==> src/rtl/chan_sum_pkg.sv <==
package chan_sum_pkg;
  localparam int unsigned BYTE_W = 8;
  typedef logic [BYTE_W-1:0] byte_t;
endpackage

==> src/rtl/chan_sum_rst_sync.sv <==
module chan_sum_rst_sync #(
  parameter int unsigned STAGES = 2
) (
  input  logic clk_i,
  input  logic rst_ni,
  output logic rst_sync_no
);
  logic [STAGES-1:0] pipe_q;

  always_ff @(posedge clk_i or negedge rst_ni) begin
    if (!rst_ni) pipe_q <= '0;
    else         pipe_q <= {pipe_q[STAGES-2:0], 1'b1};
  end

  assign rst_sync_no = pipe_q[STAGES-1];
endmodule

==> src/rtl/chan_sum_decode.sv <==
module chan_sum_decode #(
  parameter int unsigned ADDR_W    = 7,
  parameter int unsigned NLANES    = 2,
  parameter int unsigned ADD_CH    = 0,
  parameter int unsigned LANE_BASE = 1
) (
  input  logic              strobe_i,
  input  logic [ADDR_W-1:0] addr_i,
  output logic              add_o,
  output logic [NLANES-1:0] lane_o
);
  assign add_o = strobe_i && (addr_i == ADDR_W'(ADD_CH));

  // lane 0 is the most significant byte of the accumulator
  for (genvar k = 0; k < NLANES; k++) begin : g_lane
    assign lane_o[k] = strobe_i && (addr_i == ADDR_W'(LANE_BASE + k));
  end
endmodule

==> src/rtl/chan_sum_accum.sv <==
module chan_sum_accum
  import chan_sum_pkg::*;
#(
  parameter int unsigned SUM_W  = 16,
  parameter int unsigned NLANES = SUM_W / BYTE_W
) (
  input  logic              clk_i,
  input  logic              rst_ni,
  input  logic              add_i,
  input  logic [NLANES-1:0] lane_i,
  input  byte_t             data_i,
  output logic [SUM_W-1:0]  sum_o,
  output byte_t             led_o
);
  logic [SUM_W-1:0] sum_q, sum_d;
  byte_t            led_q, led_d;
  logic             sum_en, led_en;

  always_comb begin
    sum_d  = sum_q;
    led_d  = led_q;
    sum_en = add_i || (|lane_i);
    led_en = add_i;
    if (add_i) begin
      sum_d = sum_q + SUM_W'(data_i);
      led_d = data_i;
    end
    for (int k = 0; k < NLANES; k++) begin
      if (lane_i[k]) sum_d[SUM_W-1-k*BYTE_W -: BYTE_W] = data_i;
    end
  end

  always_ff @(posedge clk_i or negedge rst_ni) begin
    if (!rst_ni) begin
      sum_q <= '0;
      led_q <= '0;
    end else begin
      if (sum_en) sum_q <= sum_d;
      if (led_en) led_q <= led_d;
    end
  end

  assign sum_o = sum_q;
  assign led_o = led_q;
endmodule

==> src/rtl/chan_sum_rdmux.sv <==
module chan_sum_rdmux
  import chan_sum_pkg::*;
#(
  parameter int unsigned ADDR_W    = 7,
  parameter int unsigned SUM_W     = 16,
  parameter int unsigned NLANES    = SUM_W / BYTE_W,
  parameter int unsigned ADD_CH    = 0,
  parameter int unsigned LANE_BASE = 1
) (
  input  logic [ADDR_W-1:0] addr_i,
  input  byte_t             switch_i,
  input  logic [SUM_W-1:0]  sum_i,
  output byte_t             rd_data_o
);
  always_comb begin
    rd_data_o = '0;
    if (addr_i == ADDR_W'(ADD_CH)) rd_data_o = switch_i;
    for (int k = 0; k < NLANES; k++) begin
      if (addr_i == ADDR_W'(LANE_BASE + k)) rd_data_o = sum_i[SUM_W-1-k*BYTE_W -: BYTE_W];
    end
  end
endmodule

==> src/rtl/chan_sum_reg.sv <==
module chan_sum_reg
  import chan_sum_pkg::*;
#(
  parameter int unsigned ADDR_W      = 7,
  parameter int unsigned SUM_W       = 16,
  parameter int unsigned ADD_CH      = 0,
  parameter int unsigned LANE_BASE   = 1,
  parameter int unsigned SYNC_STAGES = 2
) (
  input  logic              clk_i,
  input  logic              rst_ni,
  input  logic [ADDR_W-1:0] chan_addr_i,
  input  logic [7:0]        wr_data_i,
  input  logic              wr_valid_i,
  output logic              wr_ready_o,
  output logic [7:0]        rd_data_o,
  output logic              rd_valid_o,
  input  logic              rd_ready_i,
  input  logic [7:0]        switch_i,
  output logic [7:0]        led_o,
  output logic [SUM_W-1:0]  sum_o
);
  localparam int unsigned NLANES = SUM_W / BYTE_W;

  logic              rst_core_n;
  logic              wr_strobe;
  logic              add_en;
  logic [NLANES-1:0] lane_en;
  logic              rd_ready_unused;

  // neither pipe ever applies back-pressure
  assign wr_ready_o      = 1'b1;
  assign rd_valid_o      = 1'b1;
  assign wr_strobe       = wr_valid_i && wr_ready_o;
  assign rd_ready_unused = rd_ready_i;

  chan_sum_rst_sync #(.STAGES(SYNC_STAGES)) u_rst (
    .clk_i       (clk_i),
    .rst_ni      (rst_ni),
    .rst_sync_no (rst_core_n)
  );

  chan_sum_decode #(
    .ADDR_W(ADDR_W), .NLANES(NLANES), .ADD_CH(ADD_CH), .LANE_BASE(LANE_BASE)
  ) u_dec (
    .strobe_i (wr_strobe),
    .addr_i   (chan_addr_i),
    .add_o    (add_en),
    .lane_o   (lane_en)
  );

  chan_sum_accum #(.SUM_W(SUM_W), .NLANES(NLANES)) u_acc (
    .clk_i  (clk_i),
    .rst_ni (rst_core_n),
    .add_i  (add_en),
    .lane_i (lane_en),
    .data_i (wr_data_i),
    .sum_o  (sum_o),
    .led_o  (led_o)
  );

  chan_sum_rdmux #(
    .ADDR_W(ADDR_W), .SUM_W(SUM_W), .NLANES(NLANES),
    .ADD_CH(ADD_CH), .LANE_BASE(LANE_BASE)
  ) u_rd (
    .addr_i    (chan_addr_i),
    .switch_i  (switch_i),
    .sum_i     (sum_o),
    .rd_data_o (rd_data_o)
  );
endmodule

==> config.mk <==
export PLATFORM = sky130hd
export DESIGN_NAME = chan_sum_reg
export DESIGN_NICKNAME = d
export VERILOG_FILES = /design/src/rtl/chan_sum_pkg.sv /design/src/rtl/chan_sum_rst_sync.sv /design/src/rtl/chan_sum_decode.sv /design/src/rtl/chan_sum_accum.sv /design/src/rtl/chan_sum_rdmux.sv /design/src/rtl/chan_sum_reg.sv
export SDC_FILE = /design/constraint.sdc
export NUM_CORES = 1
export LEC_CHECK = 0
export ABC_AREA = 0
export BUFFER_PORTS_ARGS = -buffer_cell sky130_fd_sc_hd__buf_2
export CORE_UTILIZATION = 50
export CTS_CLUSTER_SIZE = 8
export DETAILED_ROUTE_END_ITERATION = 16
export PLACE_DENSITY = 0.85
export SLEW_MARGIN = 20
export SYNTH_ARGS = -nofsm -noshare
export SYNTH_HDL_FRONTEND = slang
export SYNTH_HIERARCHICAL = 1
export SYNTH_SLANG_ARGS = --single-unit
==> constraint.sdc <==
create_clock -name clk_i -period 1.6 [get_ports clk_i]
set_input_delay 0.08 -clock clk_i [delete_from_list [all_inputs] [get_ports clk_i]]
set_output_delay 0.08 -clock clk_i [all_outputs]
set_load 0.05 [all_outputs]
==> run metrics, run 1 <==
status finished, violations left; violated checks negative setup slack; Avg WL per Cell 18.7 µm; length of the first detailed-routing pass in iterations 5; Die W around 63 µm; initial cell density of the core 0.542; Post-synth EDFFs 0; Leak Pwr ~0.0014 µW; vias in the first global route just over 2000; CTS tree done; crit path kind register to register; post-synthesis sequential area ratio 0.349; Die ar. approximately 4000 µm²; Inst Count DP around 340; PortBufs 57; Tcrit/Tclk final 1.19; Worst Setup End Kind register; Layout area overhead 53.0%; Worst Tran Pin Value 533 ps; CP Max Fanout 8; Commonest cells post-synth dfrtp_1, nand2_1, nor2_1, a21oi_1, mux2i_1; final wirelength between 6 and 7 mm; CTS Root Cell clkbuf_8; maximum clock path buffer count 2; Peak VDD IR between 0.0006 and 0.0007 V; DP Area 2630 µm²; Final Critical Period 1900 ps; max cap viols 0; RSZ-0062 raised after global routing true; DIE HEIGHT roughly 63 µm; Arr. time, crit path ~2100 ps; Hold Path Class input port to register; post-route setup TNS -2490 ps; Clock Skew 7.52 ps; DPL Wire Length between 4 and 5 mm; fin. max-slew vios 0; mapped cell area about 1900 µm²; GP Congestion 0.877; Max Freq 0.525 GHz; Finished Cell Area approximately 2900 µm²; Synth area leader dfrtp_1; Flop pwr share 0.305; Syn Area/Cell ~9.4 µm²; Post-Syn Instances roughly 200; Core Box Area roughly 3400 µm²; GRT Util Overall 0.315; Startpoint Class register; critical-path cell list ha_4, fa_2, a21oi_4, o211a_4, or4_1, a31oi_1; vias post-DR 2136; ys flop type dfrtp_1; CTS H-Tree Depth 1; slowest CP cell or4_1; layout cells sized above 1 0.524; fin util 0.828; final setup fails 15; Synth warnings 6; FP Rows 21; # IOs 61; Vias/cell roughly 6.0; clock-pin slew on the worst setup and hold paths roughly 100 ps; diode count 0; main area contributors after synthesis dfrtp_1, ha_1, mux2i_1, mux2_2, nand2_1; Fin. Hold Viols 0; Clk pwr share 0.173; post-synthesis async set-or-reset flop share 1.00; Worst-Skew Late Latency 280 ps; Gate power share 0.522; Internal 1520 µW; Setup WS pre-CTS -285 ps; CTS Buf Count 3; CTS Sinks 26; # fillers 211; share of the synthesized area in the top cell type 0.349; antenna violations before repair 0; final worst slack -304 ps; first-pass GRT wire length between 9 and 10 mm; Yosys reg bits 26; Max transition margin 0.644; Residual DRC 0; Nets approximately 350; Switch Pwr 1080 µW; CP required about 1800 ps; Power Dens Cells roughly 910 nW/µm²; largest net degree at the start of global routing 25; CP max stage delay between 400 and 500 ps; sw frac 0.414; gr ovfl total 0; antenna-violating nets left 0; Iteration-0 DRC Markers roughly 180; most common cell in the netlist dfrtp_1; Final Non-Filler Cells approximately 360; Synth cell types 50
==> cells by family after synthesis <==
group | after synthesis | synth area share
AO/OA/AOI/OAI | 59 | 0.219
adder cells (fa/ha/maj) | 9 | 0.0644
XOR/XNOR | 4 | 0.0188
buffers and inverters | 16 | 0.0416
AND/OR/NAND/NOR | 65 | 0.201
other | 2 | 0.00403
multiplexers | 18 | 0.102
flip-flops | 26 | 0.349
==> state kept, by name, indices dropped and copies added, names as in the netlist <==
register	count
u_acc/sum_o	16
u_acc/led_o	8
u_rst/pipe_q	2
==> routing by layer <==
| layer | track usage | wire length [µm] | vias up |
|---|---|---|---|
| li1 | - | - | 965 |
| met1 | 0.401 | 2650 | 1004 |
| met2 | 0.532 | 3220 | 140 |
| met3 | 0.0417 | 529 | 27 |
| met4 | 0.137 | 235 | 0 |
| met5 | 0 | 0 | - |
==> worst max-delay path: cells and delay by family (launching register included) <==
kind / cells / cell delay, ps
compound gates: 3 / 560
simple gates: 1 / 460
flops: 1 / 400
fa+ha+maj: 2 / 390
==> layout by cell type (no fill, tap or decap), types with 3 or more instances in the layout <==
master,netlist,routed
buf_4,2,56
buf_2,2,51
dfrtp_1,26,18
nand2_1,15,15
nor2_1,12,12
mux2i_1,10,10
mux2_2,8,8
inv_1,8,8
dfrtp_2,0,8
or2_1,8,8
a21oi_2,2,8
a22oi_1,6,6
a31oi_1,6,6
o21ai_1,2,6
ha_4,0,6
nand3_1,5,5
clkbuf_8,0,4
conb_1,2,3
buf_6,1,3
a21oi_4,0,3
o21ai_0,8,3
o211ai_1,3,3
and4_1,3,3
or4_1,3,3
xnor2_1,4,3
==> stage by stage <==
step                hold WS [ps]  power [µW]
detailed placement          -129        1960
finish                      79.0        2600
global route                87.2        2710
CTS                         78.1        2460
floorplan                   -216        1560
global placement            -134        1920
==> layout make-up <==
class / instances / area (µm²) / share of cell area
clock buffer: 4 / 55.1 / 0.0193
sequential: 26 / 661 / 0.232
multi-input combinational: 158 / 1310 / 0.461
inverter: 8 / 30.0 / 0.0105
timing repair buffer: 113 / 734 / 0.258
tap: 46 / 57.6 / 0.0202
==> power groups by stage <==
stage                     Sequential [µW]  Clock, µW  Combinational (µW)
after global routing                  801        486                1430
after floorplan                      1070          0                 488
final                                 793        451                1360
after CTS                             787        440                1230
after global placement                793          0                1130
after detailed placement              799          0                1160
==> worst paths after layout <==
check                      cells past startpoint                        from                           to  slack (ps)
min reg2reg                                    1   u_rst/pipe_q[1]$_DFF_PN0_   u_acc/led_o[4]$_DFFE_PN0P_         230
max in group asynchronous                      1   u_rst/pipe_q[1]$_DFF_PN0_   u_acc/sum_o[0]$_DFFE_PN0P_        1090
min in group asynchronous                      2                      rst_ni    u_rst/pipe_q[0]$_DFF_PN0_         130
max                                            6  u_acc/sum_o[0]$_DFFE_PN0P_  u_acc/sum_o[12]$_DFFE_PN0P_        -300
min                                            3                wr_data_i[7]  u_acc/sum_o[15]$_DFFE_PN0P_          80
max reg2reg                                    6  u_acc/sum_o[0]$_DFFE_PN0P_  u_acc/sum_o[12]$_DFFE_PN0P_        -300
==> what timing repair did <==
item | in CTS | in global routing
setup endpoints to repair | 13 | 20
pin swaps | 6 | 11
gates resized for setup | 7 | 21
hold buffers | 1 | 0
setup buffers | 3 | 6
hold endpoints to repair | 2 | 0
No activity file was read; power rests on OpenSTA's default activity.
==> inputs of run 2 (changes only) <==
- CORE_MARGIN: default -> 4
- RECOVER_POWER: default -> 50
==> run 2 against run 1 <==
Effect of this change: the run still ends with negative setup slack left; sequential share of layout area is 0.29 points higher; combinational power hardly changed; via count is 1.5% lower; wire length is 3.5% lower; critical path depth stayed put; global-route usage is 6.9 points lower; register-to-register slack hardly changed; cell area is 1.2% lower; hold slack better by 12 ps; die area is 20% higher; total power is 1.1% lower; critical path type unchanged; largest cell class unchanged; largest power group unchanged; highest routed layer unchanged.
==> run metrics, run 2 (same netlist as run 1, synthesis figures left out) <==
length of the first detailed-routing pass in iterations 6 (+1); Vias/cell 5.96 (-0.89%); layout cells sized above 1 0.498 (-0.0259); CP max stage delay 490 ps (+30 ps); most frequent cells in the layout buf_4, buf_2, dfrtp_1, nand2_1, nor2_1; RSZ-0062 raised after global routing true; crit path kind register to register; gr ovfl total 0 (unchanged); Switch Pwr 1070 µW (-0.51%); Worst-Skew Late Latency 280 ps (about the same); final wirelength 6.40 mm (-3.5%); Startpoint Class register; Final Non-Filler Cells 353 (-0.56%); CTS Root Cell clkbuf_8; final worst slack -300 ps (+4.12 ps); Residual DRC 0 (unchanged); Flop pwr share 0.310 (+0.005); Max transition margin 0.576 (-0.0683); critical-path cell list ha_4, fa_2, a21oi_4, o211a_4, or4_4, a31oi_1; reg-to-reg startpoint u_acc/sum_o[0]$_DFFE_PN0P_; antenna-violating nets left 0 (unchanged); fin. max-slew vios 0 (unchanged); max cap viols 0 (unchanged); PortBufs 57 (unchanged); Internal 1500 µW (-1.6%); Core Box Area 3470 µm² (+0.76%); first-pass GRT wire length 9.65 mm (-1.6%); clock-pin slew on the worst setup and hold paths 100 ps (about the same); initial cell density of the core 0.538 (-0.00410); largest net degree at the start of global routing 25 (unchanged); DPL Wire Length 4.57 mm (+4.9%); critical path endpoint u_acc/sum_o[8]$_DFFE_PN0P_; GRT Util Overall 0.246 (-0.0694); violated checks negative setup slack; Arr. time, crit path 2100 ps (about the same); CTS Buf Count 3 (unchanged); Max Freq 0.526 GHz (+0.22%); Leak Pwr 0.00134 µW (-2.7%); reg2reg end u_acc/sum_o[8]$_DFFE_PN0P_; WHS 90.9 ps (+11.9 ps); post-route setup TNS -2400 ps (+90.4 ps); FF-to-FF path depth 6 (unchanged); Tcrit/Tclk final 1.19 (-0.00257); sw frac 0.417 (+0.00258); Buf+Inv Stages, Crit Path 0 (unchanged); # IOs 61 (unchanged); Final Critical Period 1900 ps (-4.12 ps); Iteration-0 DRC Markers 140 (-22%); Avg WL per Cell 18.1 µm (-2.9%); Inst Count DP 343 (+0.29%); CTS tree done; DIE HEIGHT 69.1 µm (+9.5%); CTS Sinks 26 (unchanged); diode count 0 (unchanged); Clk pwr share 0.174 (about the same); slowest CP cell or4_4; CP required 1800 ps (about the same); Power Dens Cells 914 nW/µm² (+0.11%); vias in the first global route 2026 (-2.3%); Setup WS pre-CTS -253 ps (+31.5 ps); Gate power share 0.516 (-0.006); Layout area overhead 51.1%; most common cell after layout, fill and taps aside buf_4; Worst Tran Pin Value 637 ps (+104 ps); Nets 344 (-0.58%); antenna violations before repair 0 (unchanged); max FFs per register 16 (unchanged); Clock Skew 9.54 ps (+2.02 ps); final setup fails 13 (-2); Die ar. 4770 µm² (+20%); Fin. Hold Viols 0 (unchanged); Hold Path Class input port to register; CTS H-Tree Depth 1 (unchanged); hold path start wr_data_i[7]; critical path's top delay family compound AO/OA/AOI/OAI gates; vias post-DR 2105 (-1.5%); maximum clock path buffer count 2 (unchanged); CP Max Fanout 8 (unchanged); fin util 0.812 (-0.0164); GP Congestion 0.919 (+4.8%); Die W 69.1 µm (+9.5%); Reg2Reg Setup Slack -300 ps (about the same); Peak VDD IR 0.000740 V (+16%); Worst Setup End Kind register; Crit. Startpoint u_acc/sum_o[0]$_DFFE_PN0P_; status finished, violations left; WP depth 6 (unchanged); FP Rows 21 (unchanged)
## run 2: changes by cell type in the layout (fill, tap and decap cells not counted), sizes merged
cell,previous run,this run
clkbuf,6,15
buf,110,99
## run 2: how the worst min path moves through the flow
stage	to	slack, ps	cells after the start
after global placement	u_rst/pipe_q[0]$_DFF_PN0_	-130	1
after floorplan	u_rst/pipe_q[0]$_DFF_PN0_	-220	0
after CTS	u_acc/sum_o[15]$_DFFE_PN0P_	90	3
after global routing	u_acc/led_o[7]$_DFFE_PN0P_	110	2
final	u_acc/sum_o[15]$_DFFE_PN0P_	90	3
after detailed placement	u_rst/pipe_q[1]$_DFF_PN0_	-130	1
## run 2: per-layer routing
metal	wire (µm)	share of wire	vias to the layer above	track usage
met5	0	0	-	0
met1	2540	0.40	977	0.321
met3	669	0.10	19	0.0451
met4	165	0.026	0	0.0868
met2	3020	0.47	149	0.406
li1	-	-	960	-
## run 2: final cells by class
type | instances | area (µm²)
multi-input combinational | 158 | 1300
timing repair buffer | 111 | 713
sequential | 26 | 661
fill | 233 | 652
tap | 46 | 57.6
clock buffer | 4 | 55.1
inverter | 8 | 30.0
## run 2: metrics by stage
stage,cell area [µm²],power [µW]
finish,2820,2570
global route,2820,2680
CTS,2740,2470
detailed placement,2630,1980
global placement,2630,1950
floorplan,1980,1560
## run 2: power groups by stage
| stage | clock network (µW) | logic [µW] | registers [µW] |
|---|---|---|---|
| finish | 449 | 1330 | 798 |
| global route | 480 | 1400 | 806 |
| CTS | 442 | 1230 | 793 |
| detailed placement | 0 | 1180 | 803 |
| global placement | 0 | 1150 | 798 |
| floorplan | 0 | 488 | 1070 |
## run 2: worst reg2reg max path, cell delays in order, from the launching register on
cell and delay (ps):
dfrtp_2 400, ha_4 150, fa_2 230, a21oi_4 80, o211a_4 270, or4_4 490, a31oi_1 190
## run 2: repair_timing
item                                    4_1_cts  5_1_grt
resized for setup                             8       15
endpoints found under the hold margin         2        0
hold buffers                                  1        0
pin swaps                                     4       12
buffers inserted                              1        4
endpoints found under the setup margin       13       17
